### config.mk
export PLATFORM = sky130hd
export DESIGN_NAME = pwm_prescaled_ctl
export DESIGN_NICKNAME = d
export VERILOG_FILES = /design/src/rtl/pwm_ctl_pkg.sv /design/src/rtl/pwm_cfg_reg.sv /design/src/rtl/pwm_prescaler.sv /design/src/rtl/pwm_tick_counter.sv /design/src/rtl/pwm_out_stage.sv /design/src/rtl/pwm_prescaled_ctl.sv
export SDC_FILE = /design/constraint.sdc
export NUM_CORES = 1
export LEC_CHECK = 0
export BUFFER_PORTS_ARGS = -buffer_cell sky130_fd_sc_hd__buf_4
export CAP_MARGIN = 20
export CORE_MARGIN = 8
export CORE_UTILIZATION = 45
export CTS_CLUSTER_SIZE = 8
export DETAILED_ROUTE_END_ITERATION = 6
export GPL_ROUTABILITY_DRIVEN = 0
export PLACE_DENSITY = 0.68
export SYNTH_ARGS = -nofsm -noshare
export SYNTH_HDL_FRONTEND = slang
export SYNTH_SLANG_ARGS = --single-unit
### constraint.sdc
create_clock -name clk -period 2.72 [get_ports clk]
set_clock_uncertainty 0.1 [all_clocks]
set_input_delay 0.408 -clock clk [delete_from_list [all_inputs] [get_ports clk]]
set_output_delay 0.408 -clock clk [all_outputs]
set_load 0.01 [all_outputs]
### src/rtl/pwm_ctl_pkg.sv
`timescale 1ns/1ps
package pwm_ctl_pkg;
  localparam int REG_W     = 32;
  localparam int SCALE_LSB = 0;
  localparam int SCALE_W   = 13;
  localparam int WIDTH_LSB = 16;
  localparam int WIDTH_W   = 8;
  localparam int FULL_BIT  = 24;
  localparam int EN_BIT    = 31;

  // Bits that hold state; everything else reads back as zero.
  localparam logic [REG_W-1:0] KEEP_MASK =
      (((REG_W'(1) << SCALE_W) - REG_W'(1)) << SCALE_LSB) |
      (((REG_W'(1) << WIDTH_W) - REG_W'(1)) << WIDTH_LSB) |
      (REG_W'(1) << FULL_BIT) |
      (REG_W'(1) << EN_BIT);

  typedef struct packed {
    logic               en;
    logic               full;
    logic [WIDTH_W-1:0] width;
    logic [SCALE_W-1:0] scale;
  } pwm_cfg_t;

  function automatic pwm_cfg_t word_to_cfg(input logic [REG_W-1:0] w);
    pwm_cfg_t c;
    c.en    = w[EN_BIT];
    c.full  = w[FULL_BIT];
    c.width = w[WIDTH_LSB +: WIDTH_W];
    c.scale = w[SCALE_LSB +: SCALE_W];
    return c;
  endfunction

  function automatic logic [REG_W-1:0] cfg_to_word(input pwm_cfg_t c);
    logic [REG_W-1:0] w;
    w = '0;
    w[EN_BIT]                 = c.en;
    w[FULL_BIT]               = c.full;
    w[WIDTH_LSB +: WIDTH_W]   = c.width;
    w[SCALE_LSB +: SCALE_W]   = c.scale;
    return w;
  endfunction
endpackage

### src/rtl/pwm_cfg_reg.sv
`timescale 1ns/1ps
module pwm_cfg_reg
  import pwm_ctl_pkg::*;
(
  input  logic             clk,
  input  logic             rst,
  input  logic             we,
  input  logic [REG_W-1:0] wdata,
  output pwm_cfg_t         cfg,
  output logic [REG_W-1:0] rdata
);
  logic [REG_W-1:0] kept;
  pwm_cfg_t         cfg_q;

  assign kept = wdata & KEEP_MASK;

  always_ff @(posedge clk) begin
    if (rst) begin
      cfg_q <= '0;
    end else if (we) begin
      cfg_q <= word_to_cfg(kept);
    end
  end

  assign cfg   = cfg_q;
  assign rdata = cfg_to_word(cfg_q);
endmodule

### src/rtl/pwm_prescaler.sv
`timescale 1ns/1ps
module pwm_prescaler #(
  parameter int CNT_W = 13
) (
  input  logic             clk,
  input  logic             rst,
  input  logic             clear,
  input  logic             run,
  input  logic [CNT_W-1:0] limit,
  output logic [CNT_W-1:0] cnt,
  output logic             tick
);
  logic [CNT_W-1:0] cnt_q;

  // A tick fires on the last cycle of each divided interval.
  assign tick = run && (cnt_q == limit);

  always_ff @(posedge clk) begin
    if (rst || clear || !run) begin
      cnt_q <= '0;
    end else if (tick) begin
      cnt_q <= '0;
    end else begin
      cnt_q <= cnt_q + 1'b1;
    end
  end

  assign cnt = cnt_q;
endmodule

### src/rtl/pwm_tick_counter.sv
`timescale 1ns/1ps
module pwm_tick_counter #(
  parameter int CNT_W = 8
) (
  input  logic             clk,
  input  logic             rst,
  input  logic             clear,
  input  logic             run,
  input  logic             tick,
  output logic [CNT_W-1:0] cnt
);
  logic [CNT_W-1:0] cnt_q;

  // Wraps naturally after 2**CNT_W ticks, closing one period.
  always_ff @(posedge clk) begin
    if (rst || clear || !run) begin
      cnt_q <= '0;
    end else if (tick) begin
      cnt_q <= cnt_q + 1'b1;
    end
  end

  assign cnt = cnt_q;
endmodule

### src/rtl/pwm_out_stage.sv
`timescale 1ns/1ps
module pwm_out_stage #(
  parameter int CNT_W = 8
) (
  input  logic             en,
  input  logic             full,
  input  logic [CNT_W-1:0] width,
  input  logic [CNT_W-1:0] pos,
  output logic             level
);
  always_comb begin
    if (!en) begin
      level = 1'b0;
    end else if (full) begin
      level = 1'b1;
    end else begin
      level = (pos < width);
    end
  end
endmodule

### src/rtl/pwm_prescaled_ctl.sv
`timescale 1ns/1ps
module pwm_prescaled_ctl
  import pwm_ctl_pkg::*;
(
  input  logic        clk,
  input  logic        rst,
  input  logic        cfg_we,
  input  logic [31:0] cfg_wdata,
  output logic [31:0] cfg_rdata,
  output logic        pwm_out
);
  pwm_cfg_t           cfg;
  logic [SCALE_W-1:0] pre_cnt;
  logic [WIDTH_W-1:0] tick_cnt;
  logic               tick;

  pwm_cfg_reg u_reg (
    .clk   (clk),
    .rst   (rst),
    .we    (cfg_we),
    .wdata (cfg_wdata),
    .cfg   (cfg),
    .rdata (cfg_rdata)
  );

  // Any write, including one that flips enable, restarts both counters.
  pwm_prescaler #(.CNT_W(SCALE_W)) u_pre (
    .clk   (clk),
    .rst   (rst),
    .clear (cfg_we),
    .run   (cfg.en),
    .limit (cfg.scale),
    .cnt   (pre_cnt),
    .tick  (tick)
  );

  pwm_tick_counter #(.CNT_W(WIDTH_W)) u_ticks (
    .clk   (clk),
    .rst   (rst),
    .clear (cfg_we),
    .run   (cfg.en),
    .tick  (tick),
    .cnt   (tick_cnt)
  );

  pwm_out_stage #(.CNT_W(WIDTH_W)) u_out (
    .en    (cfg.en),
    .full  (cfg.full),
    .width (cfg.width),
    .pos   (tick_cnt),
    .level (pwm_out)
  );
endmodule

[Yosys cells after proc, flatten, opt, wreduce, memory -nomap -nowiden]
Cells that the tools add are included.
Storage, ports and cells
  register bits: 44
  bits of input ports: 35
  output and inout port bits: 33
  word-level logic and storage cells: 17
Operators by class
  $add $sub $neg: 2
  order comparisons: 1
  equality and inequality tests: 1
  muxes and demuxes: 2
  reductions and logical operators: 5
Operators by type and width (number)
  $add A13 B1 Y13 const B: 1
  $eq A13 B13 Y1: 1
  $add A8 B1 Y8 const B: 1
  $lt A8 B8 Y1: 1
  $logic_or A1 B1 Y1: 2
  $mux W1: 2
  $reduce_or A2 Y1: 1
  $logic_and A1 B1 Y1: 1
  $logic_not A1 Y1: 1

[Logic depth before layout (Yosys ltp)]
  word-level depth: 3
  depth in mapped cells: 7
  mapped depth without buffers: 7

[Cells and area by module]
From an unflattened synthesis, not the netlist that was laid out.
Second synthesis, totals
  cell total of the unflattened synthesis: 249
  area, all modules: 2341.0 um2
Modules (own cells, without submodules)
  pwm_cfg_reg: instances 1, cells an instance 107, area each 1079.8 um2, sequential area each 460.4 um2
  pwm_prescaler: instances 1, cells an instance 79, area each 728.2 um2, sequential area each 260.2 um2
  pwm_tick_counter: instances 1, cells an instance 38, area each 342.8 um2, sequential area each 160.2 um2
  pwm_out_stage: instances 1, cells an instance 25, area each 190.2 um2, sequential area each 0.0 um2

[Worst setup path after synthesis]
OpenSTA, ideal clock, no wires.
  path type: register to register
  start point: reg u_reg.cfg_q (netlist bit u_reg.cfg[7])
  end point: reg u_ticks.cnt_q[4], in the netlist u_ticks.cnt[4]
  library setup time: 0.070 ns
  arrival: 1.875 ns
  data required time: 2.550 ns
  path slack: 0.675 ns
  stages on the path, launching flop included: 7
  buffers on the path: 1
  period minus slack after synthesis: 2.045 ns
  path through: dfxtp_1 xnor2_2 nand2_1 or4_1 clkbuf_2 or4_1 a21oi_1
On the way
  word-level cells in the longest chain between the ends: 2
Ends and longest elaborated chain
  from (decl): RTL line pwm_cfg_reg.sv:13  | pwm_cfg_t cfg_q;
  from (signal assigned): RTL line pwm_cfg_reg.sv:21  | cfg_q <= word_to_cfg(kept);
  $eq A13 B13 Y1: RTL line pwm_prescaler.sv:16  | assign tick = run && (cnt_q == limit);
  $logic_and A1 B1 Y1: RTL line pwm_prescaler.sv:16
  to (signal assigned): RTL line pwm_tick_counter.sv:19  | cnt_q <= cnt_q + 1'b1;
  to (decl): RTL line pwm_tick_counter.sv:12  | logic [CNT_W-1:0] cnt_q;
No other way between the ends.
A chain may end at the register's enable or synchronous reset.

[Final worst setup path]
  start point: reg u_reg.cfg_q (netlist bit u_reg.cfg[18])
  end point: out pwm_out
On the way
  word-level cells in the longest chain between the ends: 3
Ends and longest elaborated chain
  $lt A8 B8 Y1: RTL line pwm_out_stage.sv:17  | level = (pos < width);
  $mux W1: RTL line pwm_out_stage.sv:14  | end else if (full) begin
  $mux W1: RTL line pwm_out_stage.sv:12  | if (!en) begin
  to (decl): RTL line pwm_prescaled_ctl.sv:10  | output logic pwm_out
No other way between the ends.

==> qor.txt <==
PD cells -> 493 nW/um^2
Clock slew at reported path FFs -> 80 ps
Routed WL -> 4.56 mm
Min Tclk post-route -> 2370 ps
Worst Path Max Fanout -> 3
Vias per std cell -> 4.99
Ports -> 68
IO Port Bufs -> 49
CP startpoint kind -> register
MaxCap Viol Count -> 0
Sequential Power Share -> 54.2%
Switch Pwr -> 309 uW
Leak -> 1.12 nW
Synthesis-stage register bit count -> 44
Crit end category -> primary output
Final hold viol count -> 0
Vias in the first global route -> 1639
Status -> complete, no violations
Final setup vio count -> 0
Post-DRT Antenna Nets -> 0
Area grow syn2layout -> 21.2%
Starting DRT DRC Count -> 49
GRT Util Overall -> 13.5%
Post-CTS sizing -> 0
Synth Area in Simple Gates -> 18.2%
Busiest grt layer -> met2
Clock share of power -> 33.3%
Die span in y -> 84.6 microns
Post-synthesis xor/xnor area fraction -> 11.1%
Row cnt -> 25
CTS Sinks -> 44
Warnings from Yosys -> 0
CP arrival -> 1870 ps
Core Box Area -> 4630 sq um
Fmax -> 421 MHz
Setup_tns -> 0 ps
Post-synth EDFFs -> 0
Die X -> 84.6 microns
Max VDD drop -> 0.289 mV
RSZ-0062 raised after global routing -> false
Filler Cell Count -> 458
Fraction of layout cells with a size suffix above 1 -> 22.7%
Net Sw Frac -> 24.4%
Post-CTS Setup Repair Bufs -> 0
DRT Pass-1 Iters -> 4
Internal power -> 956 uW
Vias -> 1657
Most common cell after layout, fill and taps aside -> buf_4
Starting Density -> 45.7%
Synth Area in Compound Gates -> 4.97%
Post-route DRC -> 0
Routing usage on met2 -> 23.7%
Initial antenna violation count -> 0
Count of hold-fix buffers inserted at cts -> 0
Path type of the worst setup path -> reg -> out
Fin util -> 55.4%
CTS tree -> built
Detailed Place HPWL -> 3.56 mm
Hold crit path type -> in -> reg
Comb pwr share -> 12.5%
Final Max Slew Viols -> 0
Pin count of the biggest net entering global routing -> 28
Overflow after GRT -> 0
Synth cell types -> 33
Post-layout nets -> 321
Sequential area share after synthesis -> 41.6%
First-pass GRT wire length -> 7.83 mm
Avg Inst Size Synth -> 9.12 sq um
Post-Synthesis Cells -> 232
Area of the die -> 7150 sq um
Mux cell area share after synthesis -> 11.8%
Met1 Usage GRT -> 14.1%
Worst skew pair latency -> 290 ps
Inserted Diodes -> 0
Adder-cell share of the synthesized area -> 5.32%
Most frequent cells in the layout -> 50 x buf_4, 44 x dfxtp_1, 42 x nor2_1
Tcrit/Tclk final -> 87.2%
Post-synth ARST share -> 0%
DR WL/cell -> 13.7 microns
H-tree Lvls -> 2
Mapped Area -> 2120 sq um
Clock root cell -> clkbuf_8
Worst EP required -> 2210 ps
Largest family of logic cells by synthesized area -> simple AND/OR/NAND/NOR gates
Clock Tree Buf Depth -> 2
Met3 Track Usage GR -> 5.46%
Most frequently used flop master after synthesis -> dfxtp_1
TritonCTS buffer count -> 5
==> sequential cells by signal, indices dropped and copies added, names as in the netlist <==
| register | count |
|---|---|
| u_ticks.cnt | 8 |
| u_reg.cfg | 23 |
| u_pre.cnt | 13 |
==> through the flow <==
stage	hold slack [ps]	std cells	setup WS (ps)	power (mW)	instance area [sq um]
2_1_floorplan	352	240	675	0.797	2150
3_3_place_gp	367	324	554	0.858	2470
3_5_place_dp	380	324	526	0.861	2470
4_1_cts	227	332	310	1.29	2560
5_1_grt	228	332	243	1.34	2560
6_report	243	332	347	1.27	2560
==> critical path, cell delays in order, from the launching register on <==
cell	delay, ps
dfxtp_1	360
inv_1	60
ha_1	300
a21o_1	180
a21o_1	160
a21oi_1	130
o31a_1	150
o21a_1	110
buf_4	120
==> path summary, 6_finish.rpt <==
kind                            cells past startpoint                        from  slack [ps]                           to
worst max-delay path                                8  u_reg.cfg[18]$_SDFFE_PP0P_         350                      pwm_out
worst min-delay path                                3               cfg_wdata[21]         240   u_reg.cfg[18]$_SDFFE_PP0P_
worst max register to register                      5     u_pre.cnt[2]$_SDFF_PP0_         500  u_ticks.cnt[4]$_SDFFE_PP0P_
worst min register to register                      1     u_pre.cnt[0]$_SDFF_PP0_         400      u_pre.cnt[0]$_SDFF_PP0_
==> synth_stat cells, types with 2 or more instances <==
cell type | count | area [sq um]
nand3_1 | 10 | 50.1
nand2b_1 | 2 | 12.5
dfxtp_1 | 44 | 881
buf_4 | 11 | 82.6
xor2_1 | 6 | 52.6
xnor2_2 | 2 | 32.5
and3_1 | 2 | 12.5
or4_1 | 3 | 22.5
inv_1 | 7 | 26.3
nor3_1 | 2 | 10.0
mux2i_1 | 25 | 250
nor2_1 | 42 | 158
a21oi_1 | 6 | 30.0
nand4_1 | 5 | 31.3
o31ai_1 | 2 | 15.0
ha_1 | 9 | 113
clkbuf_1 | 7 | 26.3
or3_1 | 2 | 12.5
xnor2_1 | 17 | 149
a21o_1 | 3 | 22.5
nand2_1 | 13 | 48.8
==> metal layers <==
layer / wire (microns) / vias to the layer above
met2: 2300 / 37
met5: 0 / -
li1: - / 851
met3: 303 / 4
met4: 51 / 0
met1: 1900 / 765
==> logic make-up (layout without fill, tap and decap cells) <==
kind of cell	count (synthesis)	after routing
flops	44	44
buf+inv	27	65
compound gates	16	16
fa+ha+maj	9	9
mux	25	25
simple gates	85	85
other cells	1	9
xor+xnor	25	25
==> power groups by stage <==
stage	sequential [mW]	combinational (mW)	clock, mW
global placement	0.700	0.158	0
detailed placement	0.700	0.161	0
floorplan	0.704	0.0928	0
finish	0.685	0.159	0.422
CTS	0.685	0.161	0.442
global route	0.688	0.175	0.473
==> area by class of cell <==
cell class	count	area (sq um)	share of cell area [%]
repair buffers	50	375	14.6
multi-input cells	169	1120	43.7
clock inverters	1	7.51	0.293
clock buffers	7	86.3	3.37
flip-flops and latches	44	881	34.3
well taps	54	67.6	2.63
inverters	7	26.3	1.02
No activity file was read; power rests on OpenSTA's default activity.
